===== src/rtl/sysctl_pkg.sv =====
package sysctl_pkg;
    localparam int XLEN  = 32;
    localparam int IDX_W = 5;

    localparam logic [IDX_W-1:0] IDX_STATUS = 5'd12;
    localparam logic [IDX_W-1:0] IDX_CAUSE  = 5'd13;

    // bits software may never set in the cause word
    localparam logic [XLEN-1:0] CAUSE_HW_MASK = 32'h0000_FC00;
    // software interrupt pending / mask bit pair
    localparam logic [XLEN-1:0] SWINT_MASK    = 32'h0000_0300;

    typedef enum logic {
        ST_IDLE = 1'b0,
        ST_EVAL = 1'b1
    } req_state_e;
endpackage


===== src/rtl/sysctl_status_reg.sv =====
module sysctl_status_reg
    import sysctl_pkg::*;
(
    input  logic            clk,
    input  logic            rst_n,
    input  logic            wr_hit,
    input  logic [XLEN-1:0] wr_data,
    input  logic            rfe,
    input  logic            exc_enter,
    output logic [XLEN-1:0] status_q
);
    logic [XLEN-1:0] status_d;

    // priority: exception push, then pop, then software write
    always_comb begin
        status_d = status_q;
        if (exc_enter) begin
            status_d = {status_q[XLEN-1:6], status_q[3:0], 2'b00};
        end else if (rfe) begin
            status_d = {status_q[XLEN-1:4], status_q[5:2]};
        end else if (wr_hit) begin
            status_d = wr_data;
        end
    end

    always_ff @(posedge clk) begin
        if (!rst_n) status_q <= '0;
        else        status_q <= status_d;
    end
endmodule


===== src/rtl/sysctl_cause_reg.sv =====
module sysctl_cause_reg
    import sysctl_pkg::*;
(
    input  logic            clk,
    input  logic            rst_n,
    input  logic            wr_hit,
    input  logic [XLEN-1:0] wr_data,
    output logic [XLEN-1:0] cause_q
);
    always_ff @(posedge clk) begin
        if (!rst_n)      cause_q <= '0;
        else if (wr_hit) cause_q <= wr_data & ~CAUSE_HW_MASK;
    end
endmodule


===== src/rtl/sysctl_plain_store.sv =====
module sysctl_plain_store
    import sysctl_pkg::*;
#(
    parameter int NUM_REGS = 16
) (
    input  logic             clk,
    input  logic             rst_n,
    input  logic             wr_en,
    input  logic [IDX_W-1:0] wr_idx,
    input  logic [XLEN-1:0]  wr_data,
    input  logic [IDX_W-1:0] rd_idx,
    output logic [XLEN-1:0]  rd_data
);
    localparam int CAP = (NUM_REGS > (1 << IDX_W)) ? (1 << IDX_W) : NUM_REGS;

    logic [XLEN-1:0] slot_q [CAP];

    for (genvar g = 0; g < CAP; g++) begin : g_slot
        if (g == int'(IDX_STATUS) || g == int'(IDX_CAUSE)) begin : g_hole
            assign slot_q[g] = '0;
        end else begin : g_reg
            logic [XLEN-1:0] val_q;
            always_ff @(posedge clk) begin
                if (!rst_n)
                    val_q <= '0;
                else if (wr_en && (int'(wr_idx) == g))
                    val_q <= wr_data;
            end
            assign slot_q[g] = val_q;
        end
    end

    always_comb begin
        rd_data = '0;
        for (int i = 0; i < CAP; i++) begin
            if (int'(rd_idx) == i) rd_data = slot_q[i];
        end
    end
endmodule


===== src/rtl/sysctl_swint_fsm.sv =====
module sysctl_swint_fsm
    import sysctl_pkg::*;
(
    input  logic            clk,
    input  logic            rst_n,
    input  logic            trig,
    input  logic            slot_i,
    input  logic [XLEN-1:0] status,
    input  logic [XLEN-1:0] cause,
    output logic            req,
    output logic            req_slot
);
    req_state_e state_q, state_d;
    logic       slot_q;

    always_comb begin
        state_d = state_q;
        unique case (state_q)
            ST_IDLE: if (trig) state_d = ST_EVAL;    // T1
            ST_EVAL: state_d = trig ? ST_EVAL        // T2
                                    : ST_IDLE;       // T3
            default: state_d = ST_IDLE;
        endcase
    end

    always_ff @(posedge clk) begin
        if (!rst_n) begin
            state_q <= ST_IDLE;
            slot_q  <= 1'b0;
        end else begin
            state_q <= state_d;
            if (trig) slot_q <= slot_i;
        end
    end

    always_comb begin
        req      = 1'b0;
        req_slot = 1'b0;
        unique case (state_q)
            ST_IDLE: ;
            ST_EVAL: begin
                req      = status[0] && ((status & cause & SWINT_MASK) != '0);
                req_slot = req && slot_q;
            end
            default: ;
        endcase
    end
endmodule


===== src/rtl/sysctl_regs.sv =====
module sysctl_regs
    import sysctl_pkg::*;
#(
    parameter int NUM_REGS = 16
) (
    input  logic              clk,
    input  logic              rst_n,
    input  logic              wr_en,
    input  logic [4:0]        wr_idx,
    input  logic [31:0]       wr_data,
    input  logic              slot_i,
    input  logic [4:0]        rd_idx,
    output logic [31:0]       rd_data,
    input  logic              rfe_i,
    input  logic              exc_enter_i,
    output logic              exc_req_o,
    output logic              exc_slot_o,
    output logic [31:0]       exc_cause_o
);
    logic            hit_status, hit_cause;
    logic [XLEN-1:0] status_q, cause_q, store_rd;

    assign hit_status = wr_en && (wr_idx == IDX_STATUS);
    assign hit_cause  = wr_en && (wr_idx == IDX_CAUSE);

    sysctl_status_reg u_status (
        .clk       (clk),
        .rst_n     (rst_n),
        .wr_hit    (hit_status),
        .wr_data   (wr_data),
        .rfe       (rfe_i),
        .exc_enter (exc_enter_i),
        .status_q  (status_q)
    );

    sysctl_cause_reg u_cause (
        .clk     (clk),
        .rst_n   (rst_n),
        .wr_hit  (hit_cause),
        .wr_data (wr_data),
        .cause_q (cause_q)
    );

    sysctl_plain_store #(.NUM_REGS(NUM_REGS)) u_store (
        .clk     (clk),
        .rst_n   (rst_n),
        .wr_en   (wr_en),
        .wr_idx  (wr_idx),
        .wr_data (wr_data),
        .rd_idx  (rd_idx),
        .rd_data (store_rd)
    );

    sysctl_swint_fsm u_fsm (
        .clk      (clk),
        .rst_n    (rst_n),
        .trig     (hit_status || hit_cause),
        .slot_i   (slot_i),
        .status   (status_q),
        .cause    (cause_q),
        .req      (exc_req_o),
        .req_slot (exc_slot_o)
    );

    always_comb begin
        unique case (rd_idx)
            IDX_STATUS: rd_data = status_q;
            IDX_CAUSE:  rd_data = cause_q;
            default:    rd_data = store_rd;
        endcase
    end

    assign exc_cause_o = cause_q;
endmodule


===== config.mk =====
export PLATFORM = sky130hd
export DESIGN_NAME = sysctl_regs
export DESIGN_NICKNAME = d
export VERILOG_FILES = /design/src/rtl/sysctl_pkg.sv /design/src/rtl/sysctl_status_reg.sv /design/src/rtl/sysctl_cause_reg.sv /design/src/rtl/sysctl_plain_store.sv /design/src/rtl/sysctl_swint_fsm.sv /design/src/rtl/sysctl_regs.sv
export SDC_FILE = /design/constraint.sdc
export NUM_CORES = 1
export LEC_CHECK = 0
export CAP_MARGIN = 20
export CORE_ASPECT_RATIO = 0.7
export CORE_MARGIN = 1.5
export CORE_UTILIZATION = 25
export CTS_CLUSTER_SIZE = 24
export DETAILED_ROUTE_END_ITERATION = 12
export HOLD_SLACK_MARGIN = 0.03
export PLACE_DENSITY = 0.4
export SLEW_MARGIN = 10
export SYNTH_ARGS = -nofsm -noshare
export SYNTH_HDL_FRONTEND = slang
export SYNTH_SLANG_ARGS = --single-unit

===== constraint.sdc =====
create_clock -name clk -period 2 [get_ports clk]
set_input_delay 0.3 -clock clk [delete_from_list [all_inputs] [get_ports clk]]
set_output_delay 0.3 -clock clk [all_outputs]
set_load 0.02 [all_outputs]

==> results by group, run 1 <==
Status
  • Status: finished, violations left
  • Violated checks: negative setup slack

Timing
  • Setup WS post-layout: -487.9 ps
  • F_max: 0.4020 GHz
  • Hold Violations, Final: 0
  • Tcrit/Tclk final: 124.4%
  • Slew headroom: 55.33%
  • Clock skew: 2.769 ps
  • Slew @ Worst Pin: 663.0 ps
  • Min Hold Slack: 330.6 ps
  • Minimum clock period: 2488 ps
  • # setup viols final: 32
  • RSZ-0062 raised after global routing: yes
  • Fin. max-slew vios: 0

CTS
  • Worst skew pair latency: 640 ps
  • Num CTS Buffers: 53
  • Max clock buf depth: 3
  • H-tree depth: 2
  • CTS tree: yes
  • CTS sink cnt: 508
  • Clock transition at path regs: 60 ps
  • CTS root buffer: clkbuf_16

Power
  • Net Switching: 6.481 mW
  • P per Cell Area: 696.3 nW/um^2
  • Worst VDD drop: 0.6087 mV
  • Lkg Pwr: 11.94 nW
  • Part of the power in registers: 42.4%
  • Pint: 17.66 mW
  • Comb pwr share: 12.8%
  • Clk pwr share: 44.8%
  • Sw frac: 26.84%

Layout
  • Nets@finish: 3574
  • Post-layout util: 35.38%
  • Synth-to-Final Area Change: 40.15%
  • Share of cells above drive strength 1: 25.04%

Job
  • Max-cap viol count: 0

Floorplanning
  • Die area: 100900 sq um
  • Core area: 98010 sq um
  • Die Ht: 266.2 um
  • Num rows: 96
  • Die width: 379.0 um
  • Boundary pin count: 114
  • Initial core utilization: 25.25%

Routing
  • DRT Wirelength: 124.5 mm
  • DRC Markers: 0
  • DR vias: 24897
  • DR vias/cell: 5.091
  • Mean routed wirelength per cell: 25.45 um
  • DRT antenna net count: 0
  • Drt first pass iters: 8
  • Initial detailed-routing violation count: 2328

Synth
  • Post-synth EDFFs: 0
  • Post-synth ARST share: 0%
  • Mapped Area: 24740 sq um
  • Yosys reg bits: 508
  • Synthesized area per cell: 7.737 sq um
  • Synth cell types: 78
  • YS warnings: 0
  • Seq/Total Area, Yosys: 41.10%
  • Synth Instances: 3198
  • Synth Flop Type: dfxtp_1

Global route
  • Initial antenna violation count: 2
  • Largest net degree at the start of global routing: 75
  • First-pass GRT wire length: 176.7 mm
  • GRT Residual Overflow: 0
  • Global-route usage over all layers: 24.24%
  • Vias in the first global route: 23701

Worst setup path
  • Worst R2R Path Depth: 5
  • Reg2reg end: u_status.status_q[2]
  • Kind of critical path: in2out
  • Max FO, Critical Path: 5
  • Worst Setup End Kind: output pin
  • Worst EP arrival: 2190 ps
  • Worst Path Required: 1700 ps
  • Reg2reg start: u_status.status_q[4]
  • R2r setup slk: 970 ps
  • Worst setup SP type: input pin

Worst hold path
  • Hold Crit Class: in2reg
  • Worst Hold Depth: 3
  • Hold EP: u_fsm.slot_q
  • Hold_sp: slot_i

Place
  • DP Wirelength: 85.64 mm
  • Pre-CTS setup slack: -1219 ps
  • Port-buffer cells: 107
  • Final Wtd Congestion: 0.8856
## timing repair
item | CTS | global route
setup endpoints to repair | 56 | 34
cloned | 5 | 1
pin swaps | 109 | 66
resized for setup | 452 | 93
setup buffers | 66 | 13
endpoints found under the hold margin | 20 | 0
hold buffers | 1 | 0
## cells in the final DEF (no fill, tap or decap), drive strengths merged, types with 13 or more instances in the layout
cell type      netlist  routed
nand3               37      37
dlygate4sd2          0      23
a21o                14      14
a211oi              17      17
o22ai               32      32
clkdlybuf4s50        0      44
o211ai              15      15
mux2i               37      37
a21boi             500     500
o2bb2ai             13      13
a32o                13      13
a22o                15      15
buf                124     518
a31oi               23      23
o21ai              121     121
clkbuf             197      85
nor2b               23      23
nand2             1076    1076
dfxtp              508     508
a22oi               23      23
a221oi              23      23
nor3                14      14
a21oi              100     100
nor2               105     105
mux2                13      13
## cell families after synthesis
| group | count (synthesis) | synth area share, % |
|---|---|---|
| buffers and inverters | 329 | 6.002 |
| AND/OR/NAND/NOR | 1331 | 22.37 |
| flip-flops | 508 | 41.10 |
| AO/OA/AOI/OAI | 970 | 27.60 |
| other | 1 | 0.01516 |
| multiplexers | 59 | 2.908 |
## power groups by stage
stage	clock (mW)	combinational (mW)	sequential (mW)
detailed placement	0	2.61	10.5
CTS	11.0	2.99	10.2
finish	10.8	3.10	10.2
global placement	0	2.62	10.5
floorplan	0	1.20	10.5
global route	11.4	3.22	10.2
## metal layers
layer  track usage [%]  routed length, um  vias up
li1                  -                  -    11542
met1             36.58              60720    12283
met2             35.56              52120      935
met3             4.260               9330      135
met4             4.843               2274        2
met5                 0                 16        -
## stage by stage
stage | std cells | power [mW] | area, sq um | TNS (ps)
2_1_floorplan | 3203 | 11.65 | 24880 | 0
3_3_place_gp | 4727 | 13.09 | 30310 | -87920
3_5_place_dp | 4727 | 13.08 | 30310 | -86140
4_1_cts | 4880 | 24.25 | 34250 | -13130
5_1_grt | 4889 | 24.88 | 34680 | -14100
6_report | 4890 | 24.15 | 34680 | -12350
## worst max path at each step
stage                                startpoint          end  slack, ps
after floorplan                       rd_idx[0]   rd_data[1]          4
after global placement                rd_idx[3]  rd_data[12]      -1300
after detailed placement              rd_idx[3]  rd_data[10]      -1220
after CTS                 u_status.status_q[28]  rd_data[28]       -560
after global routing      u_status.status_q[28]  rd_data[28]       -550
final                                 rd_idx[2]  rd_data[11]       -490
## registers in the layout (all words and copies together) (netlist names)
name and flops:
u_cause.cause_q 26, u_fsm.slot_q 1, u_fsm.state_q 1, u_store.g_slot.g_reg.val_q 448
u_status.status_q 32
## cells in the mapped netlist (12+ instances only)
| cell | number | area [sq um] |
|---|---|---|
| clkbuf_1 | 196 | 735.7 |
| mux2i_1 | 37 | 370.4 |
| a32o_1 | 13 | 130.1 |
| dfxtp_1 | 508 | 10170 |
| buf_4 | 24 | 180.2 |
| o21ai_0 | 119 | 595.6 |
| a21boi_0 | 470 | 3528 |
| nor2b_1 | 23 | 143.9 |
| a21oi_1 | 100 | 500.5 |
| a31oi_1 | 23 | 143.9 |
| o22ai_1 | 32 | 200.2 |
| o211ai_1 | 15 | 112.6 |
| nand3_1 | 36 | 180.2 |
| nand2_1 | 1075 | 4035 |
| nand2b_1 | 12 | 75.07 |
| a211oi_1 | 17 | 127.6 |
| o2bb2ai_1 | 13 | 113.9 |
| a221oi_1 | 23 | 201.4 |
| buf_2 | 91 | 455.4 |
| mux2_2 | 13 | 146.4 |
| a21o_1 | 14 | 105.1 |
| a22o_1 | 15 | 131.4 |
| a22oi_1 | 23 | 172.7 |
| nor2_1 | 101 | 379.1 |
| a21boi_1 | 30 | 225.2 |
## layout make-up
class                   instances  area [sq um]
diodes                          1         2.502
clock buffers                  84          1654
clock inverters                11         183.9
fillers                     10225         63340
inverters                       8         35.03
multi-input cells            2366         14610
flip-flops and latches        508         10220
well taps                    1323          1655
repair buffers                589          6326
## critical path: stages
cell and delay [ps]:
buf_16 130, buf_4 130, or3b_4 410, nor2_4 130, buf_12 140, buf_12 90, buf_4 140, a221oi_2 70
o211ai_1 400, buf_4 230
Note: power is estimated with default switching activity, not from simulation.
==> run 2, diff against run 1 <==
--- a/config.mk
+++ b/config.mk
@@ -7,7 +7,7 @@
 export LEC_CHECK = 0
 export CAP_MARGIN = 20
 export CORE_ASPECT_RATIO = 0.7
-export CORE_MARGIN = 1.5
+export CORE_MARGIN = 5
 export CORE_UTILIZATION = 25
 export CTS_CLUSTER_SIZE = 24
 export DETAILED_ROUTE_END_ITERATION = 12
==> run 2 against run 1 <==
Net effect: core utilization about the same; worst setup slack got worse by 52 ps; the run still ends with negative setup slack left; cell area hardly changed; critical path type is now reg2out; maximum frequency decreased by 2.1%; worst hold slack got worse by 11 ps.
==> results by group, run 2 (synthesized netlist as in run 1, its figures left out) <==
Status
  • Status: finished, violations left
  • Violated checks: negative setup slack

Power
  • P per Cell Area: 696.1 nW/um^2
  • Clk pwr share: 44.9%
  • Pint: 17.63 mW
  • Part of the power in registers: 42.4%
  • Sw frac: 27.00%
  • Worst VDD drop: 0.6047 mV
  • Lkg Pwr: 11.98 nW
  • Comb pwr share: 12.7%
  • Net Switching: 6.522 mW

Worst setup path
  • Kind of critical path: reg2out
  • Max FO, Critical Path: 2
  • Critical path's slowest cell: dfxtp_2
  • Worst setup SP type: register
  • CP bufs+invs: 2
  • Worst Setup End Kind: output pin
  • Crit-path leading delay family: compound AO/OA/AOI/OAI gates
  • Worst EP arrival: 2240 ps
  • CP Cell Sequence: mux2_4, o221ai_4, nand4_1, a21oi_2, o211ai_1, buf_4, buf_6
  • Worst Path Required: 1700 ps
  • CP peak stage delay: 320 ps

Routing
  • DRT Wirelength: 122.0 mm
  • DR vias: 24662
  • WL met2: 50.73 mm
  • Met3 WL post-DR: 9.015 mm
  • DR top layer: met4
  • DRT antenna net count: 0
  • Drt first pass iters: 5
  • DRC Markers: 0
  • DR vias/cell: 5.032
  • Initial detailed-routing violation count: 2044
  • Mean routed wirelength per cell: 24.88 um
  • Metal-1 WL: 59.38 mm

CTS
  • CTS root buffer: clkbuf_16
  • Clock transition at path regs: 60 ps
  • Num CTS Buffers: 54
  • CTS tree: yes
  • H-tree depth: 2
  • CTS sink cnt: 508
  • Worst skew pair latency: 630 ps
  • Max clock buf depth: 3

Layout
  • Cell area after layout: 34700 sq um
  • Most common cell after layout, fill and taps aside: nand2_1
  • Post-layout util: 35.36%
  • Nets@finish: 3583
  • Share of cells above drive strength 1: 24.77%
  • Most flop-heavy register: u_store.g_slot.g_reg.val_q
  • Top flop regs: u_store.g_slot.g_reg.val_q x448, u_status.status_q x32, u_cause.cause_q x26
  • Fillers: 10198
  • Most frequent cells in the layout: nand2_1 (1066), dfxtp_1 (480), a21boi_0 (470), buf_4 (329), o21ai_0 (97)
  • Synth-to-Final Area Change: 40.24%
  • Final Instance Count excl. Fillers: 4901
  • Max reg flops: 448

Timing
  • Setup WS post-layout: -540.1 ps
  • Hold Violations, Final: 0
  • Min Hold Slack: 319.6 ps
  • F_max: 0.3937 GHz
  • RSZ-0062 raised after global routing: yes
  • Minimum clock period: 2540 ps
  • # setup viols final: 32
  • Clock skew: 6.840 ps
  • Fin. max-slew vios: 0
  • Tcrit/Tclk final: 127.0%
  • Setup tns final: -13410 ps

Global route
  • Vias in the first global route: 23827
  • Largest net degree at the start of global routing: 86
  • Initial antenna violation count: 0
  • Global-route usage over all layers: 22.40%
  • GRT Residual Overflow: 0
  • First-pass GRT wire length: 174.3 mm

Floorplanning
  • Initial core utilization: 25.21%
  • Boundary pin count: 114
  • Die Ht: 273.2 um
  • Core area: 98130 sq um
  • Num rows: 96
  • Die width: 386.0 um
  • Die area: 105500 sq um

Place
  • Placed insts: 4733
  • Placed Area: 30330 sq um
  • Port-buffer cells: 107
  • DP Wirelength: 82.92 mm
  • Final Wtd Congestion: 0.8729

Job
  • Max-cap viol count: 0

Worst hold path
  • Hold Crit Class: in2reg
run 2: power by group through the flow:
stage / Sequential (mW) / Combinational, mW / Clock, mW
after floorplan: 10.5 / 1.20 / 0
after global routing: 10.2 / 3.20 / 11.5
after global placement: 10.5 / 2.62 / 0
final: 10.2 / 3.06 / 10.9
after detailed placement: 10.5 / 2.61 / 0
after CTS: 10.2 / 2.92 / 11.1
run 2: final timing paths:
| kind | slack, ps | cells past startpoint | start | to |
|---|---|---|---|---|
| max | -540 | 7 | u_status.status_q[23] | rd_data[23] |
| min | 320 | 3 | slot_i | u_fsm.slot_q |
| max reg2reg | 960 | 5 | u_status.status_q[4] | u_status.status_q[2] |
| min reg2reg | 450 | 2 | u_store.g_slot[4].g_reg.val_q[1] | u_store.g_slot[4].g_reg.val_q[1] |
run 2: layout make-up:
type | instances | area (sq um) | area share, %
well taps | 1323 | 1655 | 4.771
clock inverters | 16 | 205.2 | 0.5914
multi-input cells | 2366 | 14570 | 41.99
diodes | 1 | 2.502 | 0.007212
repair buffers | 597 | 6387 | 18.41
inverters | 8 | 32.53 | 0.09375
flip-flops and latches | 508 | 10210 | 29.42
clock buffers | 82 | 1638 | 4.720
run 2: per-layer routing:
layer	vias up	global-route usage, %
met2	817	33.28
met4	0	5.205
met1	12156	33.85
met5	-	0
li1	11545	-
met3	144	3.324
run 2: worst register-to-register path, cell delays in order, from the launching register on:
cell and delay, ps:
dfxtp_1 390, mux2i_1 170, nor2_1 50, a21oi_1 110
a21oi_1 50, o21a_1 170
run 2: per-stage QoR:
stage | power (mW) | setup slack [ps]
2_1_floorplan | 11.65 | 3.936
3_3_place_gp | 13.08 | -1298
3_5_place_dp | 13.07 | -1292
4_1_cts | 24.22 | -619.9
5_1_grt | 24.90 | -631.2
6_report | 24.15 | -540.1
run 2: what timing repair did:
action                                  CTS  global route
gates cloned                              6             3
endpoints found under the setup margin   55            33
hold buffers                              1             0
endpoints found under the hold margin    13             0
gates resized for setup                 399           126
buffers inserted                         44            32
pin swaps                                88            69
